<file path="config.mk">
export PLATFORM = sky130hd
export DESIGN_NAME = pwmt_phase_pwm
export DESIGN_NICKNAME = d
export VERILOG_FILES = /design/src/rtl/pwmt_pkg.sv /design/src/rtl/pwmt_prescaler.sv /design/src/rtl/pwmt_updown.sv /design/src/rtl/pwmt_channel.sv /design/src/rtl/pwmt_phase_pwm.sv
export SDC_FILE = /design/constraint.sdc
export NUM_CORES = 1
export LEC_CHECK = 0
export ABC_AREA = 1
export CORE_UTILIZATION = 40
export CTS_BUF_LIST = sky130_fd_sc_hd__clkbuf_2
export DETAILED_ROUTE_END_ITERATION = 16
export PLACE_DENSITY = 0.68
export SYNTH_ARGS = -nofsm -noshare
export SYNTH_HDL_FRONTEND = slang
export SYNTH_HIERARCHICAL = 1
export SYNTH_SLANG_ARGS = --single-unit
</file>
<file path="constraint.sdc">
create_clock -name clk -period 4 [get_ports clk]
set_input_delay 0.4 -clock clk [delete_from_list [all_inputs] [get_ports clk]]
set_output_delay 0.4 -clock clk [all_outputs]
set_load 0.05 [all_outputs]
</file>
<file path="src/rtl/pwmt_pkg.sv">
package pwmt_pkg;

  typedef enum logic [1:0] {
    CM_OFF    = 2'd0,
    CM_TOGGLE = 2'd1,
    CM_NONINV = 2'd2,
    CM_INV    = 2'd3
  } comp_mode_e;

  typedef struct packed {
    logic       run;
    logic [3:0] shift;
  } div_cfg_t;

  function automatic div_cfg_t decode_sel(input logic [2:0] sel);
    div_cfg_t c;
    c.run   = 1'b1;
    c.shift = 4'd0;
    case (sel)
      3'd1:    c.shift = 4'd0;
      3'd2:    c.shift = 4'd3;
      3'd3:    c.shift = 4'd6;
      3'd4:    c.shift = 4'd8;
      3'd5:    c.shift = 4'd10;
      default: c.run   = 1'b0;
    endcase
    return c;
  endfunction

endpackage

</file>
<file path="src/rtl/pwmt_prescaler.sv">
module pwmt_prescaler #(
  parameter int DIV_W = 10
) (
  input  logic       clk,
  input  logic       rst,
  input  logic [2:0] sel_i,
  output logic       tick_o
);
  import pwmt_pkg::*;

  logic [DIV_W-1:0] div_q;
  logic [DIV_W-1:0] mask;
  div_cfg_t         cfg;

  always_ff @(posedge clk) begin
    if (rst) div_q <= '0;
    else     div_q <= div_q + 1'b1;
  end

  always_comb begin
    cfg    = decode_sel(sel_i);
    mask   = DIV_W'((64'd1 << cfg.shift) - 64'd1);
    tick_o = cfg.run && ((div_q & mask) == mask);
  end

endmodule

</file>
<file path="src/rtl/pwmt_updown.sv">
module pwmt_updown #(
  parameter int CNT_W = 8
) (
  input  logic             clk,
  input  logic             rst,
  input  logic             tick_i,
  output logic [CNT_W-1:0] cnt_o,
  output logic [CNT_W-1:0] cnt_nx_o,
  output logic             up_o
);
  localparam logic [CNT_W-1:0] TOP = {CNT_W{1'b1}};

  logic [CNT_W-1:0] cnt_q;
  logic             up_q;

  assign cnt_nx_o = up_q ? cnt_q + 1'b1 : cnt_q - 1'b1;
  assign cnt_o    = cnt_q;
  assign up_o     = up_q;

  always_ff @(posedge clk) begin
    if (rst) begin
      cnt_q <= '0;
      up_q  <= 1'b1;
    end else if (tick_i) begin
      cnt_q <= cnt_nx_o;
      if (cnt_nx_o == TOP)      up_q <= 1'b0;
      else if (cnt_nx_o == '0)  up_q <= 1'b1;
    end
  end


  stall_hold_chk: assert property (@(posedge clk) disable iff (rst)
    !tick_i |=> $stable(cnt_q));


  turn_at_top_chk: assert property (@(posedge clk) disable iff (rst)
    (tick_i && cnt_q == TOP) |=> (cnt_q == TOP - 1'b1));

endmodule

</file>
<file path="src/rtl/pwmt_channel.sv">
module pwmt_channel #(
  parameter int CNT_W      = 8,
  parameter bit HAS_TOGGLE = 1'b0
) (
  input  logic             clk,
  input  logic             rst,
  input  logic             tick_i,
  input  logic [CNT_W-1:0] cnt_nx_i,
  input  logic             up_i,
  input  logic [CNT_W-1:0] thr_i,
  input  logic [1:0]       mode_i,
  input  logic             tgl_en_i,
  output logic             wave_o
);
  import pwmt_pkg::*;

  localparam logic [CNT_W-1:0] TOP = {CNT_W{1'b1}};

  logic [CNT_W-1:0] thr_act;
  logic [CNT_W-1:0] thr_eff;
  logic             load, hit, at_bot, inv, lvl_prev, lvl_nx, wave_q, wave_nx;
  comp_mode_e       mode;

  assign mode     = comp_mode_e'(mode_i);
  assign load     = tick_i && (cnt_nx_i == TOP);
  assign thr_eff  = load ? thr_i : thr_act;
  assign hit      = tick_i && (cnt_nx_i == thr_eff);
  assign at_bot   = tick_i && (cnt_nx_i == '0);
  assign inv      = (mode == CM_INV);
  assign lvl_prev = wave_q ^ inv;

  always_comb begin
    if (at_bot)                lvl_nx = (thr_eff != '0);
    else if (hit && cnt_nx_i == TOP) lvl_nx = 1'b1;
    else if (hit)              lvl_nx = !up_i;
    else                       lvl_nx = lvl_prev;
  end

  generate
    if (HAS_TOGGLE) begin : g_tgl
      always_comb begin
        case (mode)
          CM_NONINV: wave_nx = lvl_nx;
          CM_INV:    wave_nx = !lvl_nx;
          CM_TOGGLE: wave_nx = tgl_en_i ? (wave_q ^ hit) : wave_q;
          default:   wave_nx = wave_q;
        endcase
      end
    end else begin : g_notgl
      logic unused_tgl;
      assign unused_tgl = tgl_en_i;
      always_comb begin
        case (mode)
          CM_NONINV: wave_nx = lvl_nx;
          CM_INV:    wave_nx = !lvl_nx;
          default:   wave_nx = wave_q;
        endcase
      end
    end
  endgenerate

  always_ff @(posedge clk) begin
    if (rst) begin
      thr_act <= '0;
      wave_q  <= 1'b0;
    end else begin
      if (load) thr_act <= thr_i;
      wave_q <= wave_nx;
    end
  end

  assign wave_o = wave_q;


  disc_hold_chk: assert property (@(posedge clk) disable iff (rst)
    (mode_i == 2'd0) |=> $stable(wave_q));


  thr_load_chk: assert property (@(posedge clk) disable iff (rst)
    (thr_act != $past(thr_act)) |-> ($past(tick_i) && $past(cnt_nx_i) == TOP));

endmodule

</file>
<file path="src/rtl/pwmt_phase_pwm.sv">
module pwmt_phase_pwm #(
  parameter int CNT_W = 8,
  parameter int DIV_W = 10
) (
  input  logic             clk,
  input  logic             rst,
  input  logic [2:0]       clk_sel,
  input  logic             tgl_en,
  input  logic [1:0]       mode_a,
  input  logic [1:0]       mode_b,
  input  logic [CNT_W-1:0] thr_a,
  input  logic [CNT_W-1:0] thr_b,
  output logic             wave_a,
  output logic             wave_b,
  output logic             ovf
);
  localparam int NCH = 2;

  logic             tick;
  logic [CNT_W-1:0] cnt, cnt_nx;
  logic             up;
  logic             ovf_q;
  logic [CNT_W-1:0] thr_v  [NCH];
  logic [1:0]       mode_v [NCH];
  logic             wave_v [NCH];

  assign thr_v[0]  = thr_a;
  assign thr_v[1]  = thr_b;
  assign mode_v[0] = mode_a;
  assign mode_v[1] = mode_b;

  pwmt_prescaler #(.DIV_W(DIV_W)) u_div (
    .clk(clk), .rst(rst), .sel_i(clk_sel), .tick_o(tick)
  );

  pwmt_updown #(.CNT_W(CNT_W)) u_cnt (
    .clk(clk), .rst(rst), .tick_i(tick),
    .cnt_o(cnt), .cnt_nx_o(cnt_nx), .up_o(up)
  );

  generate
    for (genvar ch = 0; ch < NCH; ch++) begin : g_ch
      pwmt_channel #(.CNT_W(CNT_W), .HAS_TOGGLE(ch == 0)) u_ch (
        .clk(clk), .rst(rst), .tick_i(tick), .cnt_nx_i(cnt_nx), .up_i(up),
        .thr_i(thr_v[ch]), .mode_i(mode_v[ch]), .tgl_en_i(tgl_en),
        .wave_o(wave_v[ch])
      );
    end
  endgenerate

  always_ff @(posedge clk) begin
    if (rst) ovf_q <= 1'b0;
    else     ovf_q <= tick && (cnt_nx == '0);
  end

  assign wave_a = wave_v[0];
  assign wave_b = wave_v[1];
  assign ovf    = ovf_q;


  ovf_at_bottom_chk: assert property (@(posedge clk) disable iff (rst)
    ovf_q |-> (cnt == '0));


  ovf_single_chk: assert property (@(posedge clk) disable iff (rst)
    ovf_q |=> !ovf_q);

endmodule

</file>
After elaboration in Yosys (flattened, before gate mapping)
Index checks and enable logic that the tools add are counted.
Cells by class
  bitwise logic cells: 4
  $add $sub $neg: 4
  shifts and indexed selects: 1
  multiplexer cells: 16
  multipliers: 0
  magnitude comparators: 0
  div/mod/pow operators: 0
  reduce and logical (&&, ||, !) cells: 19
  equal/unequal tests: 15
Operators by type and width (number)
  2-to-1 mux 8 bit: 3
  equality test 8 bit: 2
  case mux 4 bit (4 select lines): 1
  nonzero test 8 bit: 2
  adder 10 x 1 -> 10 bit, second input constant: 1
  bitwise AND 10 bit: 1
  equality test 10 bit: 1
  2-to-1 mux 1 bit: 10
  left shift 1 x 4 -> 10 bit, first input constant: 1
  subtractor 10 x 1 -> 10 bit, second input constant: 1
  adder 8 x 1 -> 8 bit, second input constant: 1
  equality test 2 bit, second input constant: 4
  equality test 8 bit, second input constant: 1
  logical NOT 8 bit: 1
  subtractor 8 x 1 -> 8 bit, second input constant: 1
  logical AND 1 bit: 7
  equality test 3 x 2 -> 1 bit, second input constant: 2
  equality test 3 bit, second input constant: 2
  OR reduction 5 bit: 1
  AND reduction 2 bit: 2
  nonzero test 2 bit: 2
  equality test 3 x 1 -> 1 bit, second input constant: 1
  logical NOT 1 bit: 3
  case mux 1 bit (3 select lines): 1
  other kinds (5): 7
Word-level totals
  ROM bits: 0
  memories kept: 0
  bits in latches: 0
  register bits after elaboration: 38
  output and inout bits: 3
  bits in writable memories: 0
  word-level logic and storage cells: 67

Depth between registers and ports, before layout
  depth after elaboration: 16
  mapped depth: 26
  gate-level depth less buffers: 26

Cells and area by module
Netlist, hierarchy kept.
Modules (own cells, without submodules)
  pwmt_channel (g_ch[0].u_ch): area an instance 924.6 um^2, sequential area each 180.2 um^2, cells each 159, times used 1
  pwmt_updown: area an instance 794.5 um^2, sequential area each 180.2 um^2, cells each 128, times used 1
  pwmt_channel (g_ch[1].u_ch): area an instance 782.0 um^2, sequential area each 180.2 um^2, cells each 135, times used 1
  pwmt_prescaler: area an instance 618.1 um^2, sequential area each 200.2 um^2, cells each 93, times used 1
  pwmt_phase_pwm: area an instance 52.6 um^2, sequential area each 20.0 um^2, cells each 9, times used 1

Least setup slack after synthesis
No wires, ideal clock.
  path kind: reg2reg
  start: reg u_cnt.up_q (netlist: u_cnt/up_o)
  end: reg g_ch[0].u_ch.wave_q
  clock period less this slack: 2837 ps
  arrival: 2718 ps
  data required time: 3882 ps
  cell stages (with the launch flop): 22
  setup time: 118 ps
  path slack: 1163 ps
  cell sequence: dfxtp_1 inv_1 ha_1 nand2_1 inv_1 a21oi_1 nand3_1 nand2_2 nand2_1 nor2_8 nand3_4 buf_6 nand2_2 nand2_2 nand2_2 nand3_1 nor2_1 nand3_1 a21oi_1 o21ai_0 nand3_1 a21oi_1
On the way
  cells in the longest elaborated chain, start to end: 11
  elaborated cells on any way between the ends: 18
  classes of those cells: eq/ne: 2; mux: 7; bitwise: 1; reduce/logical: 8
Ends and longest elaborated chain
  start, declared: RTL line pwmt_updown.sv:14  | logic up_q;
  start signal, assigned: RTL line pwmt_updown.sv:23  | up_q <= 1'b1;
  start signal, assigned: RTL line pwmt_updown.sv:26  | if (cnt_nx_o == TOP) up_q <= 1'b0;
  start signal, assigned: RTL line pwmt_updown.sv:27  | else if (cnt_nx_o == '0) up_q <= 1'b1;
  2-to-1 mux 8 bit *: RTL line pwmt_updown.sv:16  | assign cnt_nx_o = up_q ? cnt_q + 1'b1 : cnt_q - 1'b1;
  named net cnt_nx[7]: RTL line pwmt_phase_pwm.sv:20  | logic [CNT_W-1:0] cnt, cnt_nx;
  equality test 8 bit: RTL line pwmt_channel.sv:25, pwmt_channel.sv:34
  logical AND 1 bit: RTL line pwmt_channel.sv:25  | assign load = tick_i && (cnt_nx_i == TOP);
  2-to-1 mux 8 bit
  equality test 8 bit: RTL line pwmt_channel.sv:27  | assign hit = tick_i && (cnt_nx_i == thr_eff);
  logical AND 1 bit: RTL line pwmt_channel.sv:27
  2-to-1 mux 1 bit or logical AND 1 bit (tied branches): RTL line pwmt_channel.sv:35, pwmt_channel.sv:34
  2-to-1 mux 1 bit: RTL line pwmt_channel.sv:34  | else if (hit && cnt_nx_i == TOP) lvl_nx = 1'b1;
  2-to-1 mux 1 bit: RTL line pwmt_channel.sv:33  | if (at_bot) lvl_nx = (thr_eff != '0);
  logical NOT 1 bit: RTL line pwmt_channel.sv:44  | CM_INV: wave_nx = !lvl_nx;
  case mux 1 bit (3 select lines) *: RTL line pwmt_channel.sv:42  | case (mode)
  end signal, assigned: RTL line pwmt_channel.sv:68  | wave_q <= wave_nx;
  end, declared: RTL line pwmt_channel.sv:21  | logic load, hit, at_bot, inv, lvl_prev, lvl_nx, wave_q, wave_nx;
Mark *: on every way through the listed nets, which the timed path passes. The rest lies on a longest branch. The select of a mux whose other input is x is not followed.
A chain may end at the register's enable or synchronous reset.

Final worst setup path
Same ends and word-level chain as after synthesis.

==> flow_summary_export.csv <==
group,metric,value,unit
clocking,cts_resized,0,
sta,fin_tns_setup,0,ns
clocking,clkSinkCount,38,
sta,max_freq,282,MHz
layout,utilization,46.8,%
clocking,cts_buffers,5,
logic_synthesis,synth.avg_cell_area,6.05,µm²
logic_synthesis,ys_top_cells_by_count,"nand2_1, inv_1, nor2_1",
clocking,clk_latency,0.41,ns
sta,fin_worst_skew,0.0173,ns
critical_path,cp-start-kind,"flop",
die,dieArea,8290,µm²
layout,final_nets,591,
critical_path,crit_top_cell,"nand2_1",
logic_synthesis,synth_seq_cells,38,
routing,finalWirelength,7.71,mm
logic_synthesis,syn_nets,561,
critical_path,worstPathMaxFanout,13,
global_routing,grt_antenna_before_repair,0,
logic_synthesis,synth-main-ff-cell,"dfxtp_1",
global_routing,grt_pass1_wl,13.4,mm
clocking,htree_levels,2,
power,fin_total_pwr,0.747,mW
layout,final-seq-area,761,µm²
clocking,clk_transition_reported_paths,0.20,ns
routing,vias_per_cell,4.95,
placement,io_buffer_count,28,
sta,setup_ws,0.448,ns
logic_synthesis,synthArstFlopShare,0,%
placement,dp_hpwl,5.84,mm
critical_path,reg2reg_depth,22,
critical_path,reg2reg_slack,0.45,ns
sta,setup_violations,0,
die,die_w,91.0,µm
routing,drtPass1Iterations,5,
logic_synthesis,synth_top_area_share,24.0,%
critical_path,cp_top_family,"simple AND/OR/NAND/NOR gates",
power,ir_worst_vdd,152,µV
sta,final_hold_viol_count,0,
critical_path,endpoint_kind,"flop",
logic_synthesis,synth-edff-count,0,
logic_synthesis,synth_area_leader_cell,"dfxtp_1",
critical_path,crit_chain,"inv_1 > ha_1 > nand2_1 > nand2_1 > nand2_1 > nand2_1 > nand2_1 > inv_1 > nand2_1 > nor2_8 > nand3_4 > o21ai_2 > inv_2 > nand2_1 > nand2_1 > nor2_1 > nand3_1 > nand2_1 > nand3_1 > nand3_1 > nand3_1 > a21oi_1",
sta,final_max_slew_viol_count,0,
critical_path,critPathArrivalTime,3.91,ns
logic_synthesis,yosysWarnings,6,
critical_path,r2r_start,"u_cnt/up_o$_SDFFE_PP1P_",
die,io_pins,29,
placement,place.gp.congestion,0.940,
run,cap_violations,0,
logic_synthesis,synth.area.top_cells,"dfxtp_1, nand2_1, inv_1",
sta,finalCriticalPeriod,3.55,ns
power,power_density,208,nW/µm²
layout,final_layout_size_suffix_gt1_share,10.1,%
critical_path,max_stage_delay,0.47,ns
routing,drtIter0Drc,170,
run_status,status,"finished clean",
critical_path,crit_buf_inv,3,
clocking,cts_tree,"done",
critical_path,criticalPathCategory,"flop to flop",
critical_path,cp_slowest_cell,"dfxtp_1",
routing,wire_per_inst,11.7,µm
placement,placed_cell_area,3550,µm²
clocking,post_cts_buffers,0,
sta,period_share,88.8,%
clocking,hold_buffers,0,
global_routing,overflow,0,
die,initial_utilization,41.3,%
logic_synthesis,synth.most_common_cell,"nand2_1",
hold_path,worstHoldPathCells,2,
clocking,clockRootBuffer,"clkbuf_2",
sta,tightest_slew,0.704,ns
die,dieHeight,91.0,µm
hold_path,hp-class,"flop to flop",
logic_synthesis,synth.distinct_cells,39,
sta,relSlewSlack,52.9,%
layout,nFillCells,839,
routing,ant_nets,0,
layout,areaGrowthSynthToFinish,13.4,%
routing,drcViolationCount,0,
sta,whs,0.501,ns
routing,routed-via-count,3249,
logic_synthesis,ys_seq_area_share,24.0,%
clocking,clk_path_buf_depth,2,
layout,insertedDiodeCount,0,
logic_synthesis,syn_area,3170,µm²
die,num_rows,32,
global_routing,grt_pass1_vias,3129,
layout,design_area,3600,µm²
layout,stdcell_count,657,
critical_path,required,4.35,ns
power,p_leak,1.80,nW
die,fp.coreArea,7690,µm²
global_routing,globalRouteTotalUtil,19.4,%
placement,dp_slack,0.423,ns
hold_path,holdCritStartpoint,"u_div/div_q[8]$_SDFF_PP0_",
global_routing,grt_max_degree,34,
placement,dp.cells,649,
logic_synthesis,syn_inst,524,
sta,rsz0062_at_grt,"false",
critical_path,r2r-end,"g_ch[0].u_ch/wave_o$_SDFFE_PP0P_",
layout,multi_input_area,1980,µm²
hold_path,holdPathEnd,"u_div/div_q[8]$_SDFF_PP0_",
logic make-up after synthesis:
kind of cell,synth area share [%]
other cells,0.118
fa+ha+maj,4.58
simple gates,47.8
buf+inv,13.7
xor+xnor,1.10
compound gates,8.68
flops,24.0
registers in the layout (all words and copies together), names as in the netlist:
signal and count:
g_ch.u_ch/thr_act 16, u_cnt/up_o 1, g_ch.u_ch/wave_o 2, ovf 1, u_cnt/cnt_o 8, u_div/div_q 10
area by class of cell:
class	instances	area share [%]
inverter	102	10.6
tap	102	3.55
clock inverter	3	0.452
timing repair buffer	30	8.56
clock buffer	5	0.696
multi-input combinational	377	54.9
sequential	38	21.2
worst reg2reg max path, cell delays in order, from the launching register on:
cell	delay (ns)
dfxtp_1	0.47
inv_1	0.21
ha_1	0.38
nand2_1	0.06
nand2_1	0.13
nand2_1	0.07
nand2_1	0.06
nand2_1	0.10
inv_1	0.29
nand2_1	0.20
nor2_8	0.21
nand3_4	0.20
o21ai_2	0.24
inv_2	0.07
nand2_1	0.06
nand2_1	0.06
nor2_1	0.13
nand3_1	0.13
nand2_1	0.10
nand3_1	0.07
nand3_1	0.07
nand3_1	0.08
a21oi_1	0.12
placed cells by master (no fill, tap or decap), types with 6 or more instances in the layout:
cell	Yosys	final
dfxtp_1	38	38
a21oi_1	14	14
inv_2	6	6
ha_1	10	10
nand3_1	45	45
o211ai_1	6	6
nor2_1	65	65
nand4_1	22	22
nand2_2	18	18
inv_1	93	93
clkdlybuf4s50_1	0	28
nand2_1	135	135
o21ai_0	10	10
worst max path at each step:
| stage | from | to | cells past startpoint |
|---|---|---|---|
| 6_report | u_cnt/up_o$_SDFFE_PP1P_ | g_ch[0].u_ch/wave_o$_SDFFE_PP0P_ | 22 |
| 5_1_grt | u_cnt/up_o$_SDFFE_PP1P_ | g_ch[0].u_ch/wave_o$_SDFFE_PP0P_ | 24 |
| 4_1_cts | u_cnt/up_o$_SDFFE_PP1P_ | g_ch[0].u_ch/wave_o$_SDFFE_PP0P_ | 22 |
| 3_5_place_dp | clk_sel[2] | g_ch[0].u_ch/wave_o$_SDFFE_PP0P_ | 25 |
| 3_3_place_gp | clk_sel[2] | g_ch[0].u_ch/wave_o$_SDFFE_PP0P_ | 25 |
| 2_1_floorplan | u_cnt/up_o$_SDFFE_PP1P_ | g_ch[0].u_ch/wave_o$_SDFFE_PP0P_ | 21 |
per-layer routing:
layer | up-vias | track usage, % | wire [µm]
li1 | 1707 | - | -
met1 | 1448 | 23.2 | 3490
met2 | 87 | 35.3 | 3750
met3 | 7 | 3.60 | 398
met4 | 0 | 5.16 | 70
met5 | - | 0 | 0
where the power goes:
part	internal, mW	switching, mW
Sequential	0.388	0.00833
Clock	0.0399	0.141
Combinational	0.0681	0.102
(Power assumes the default switching activity.)
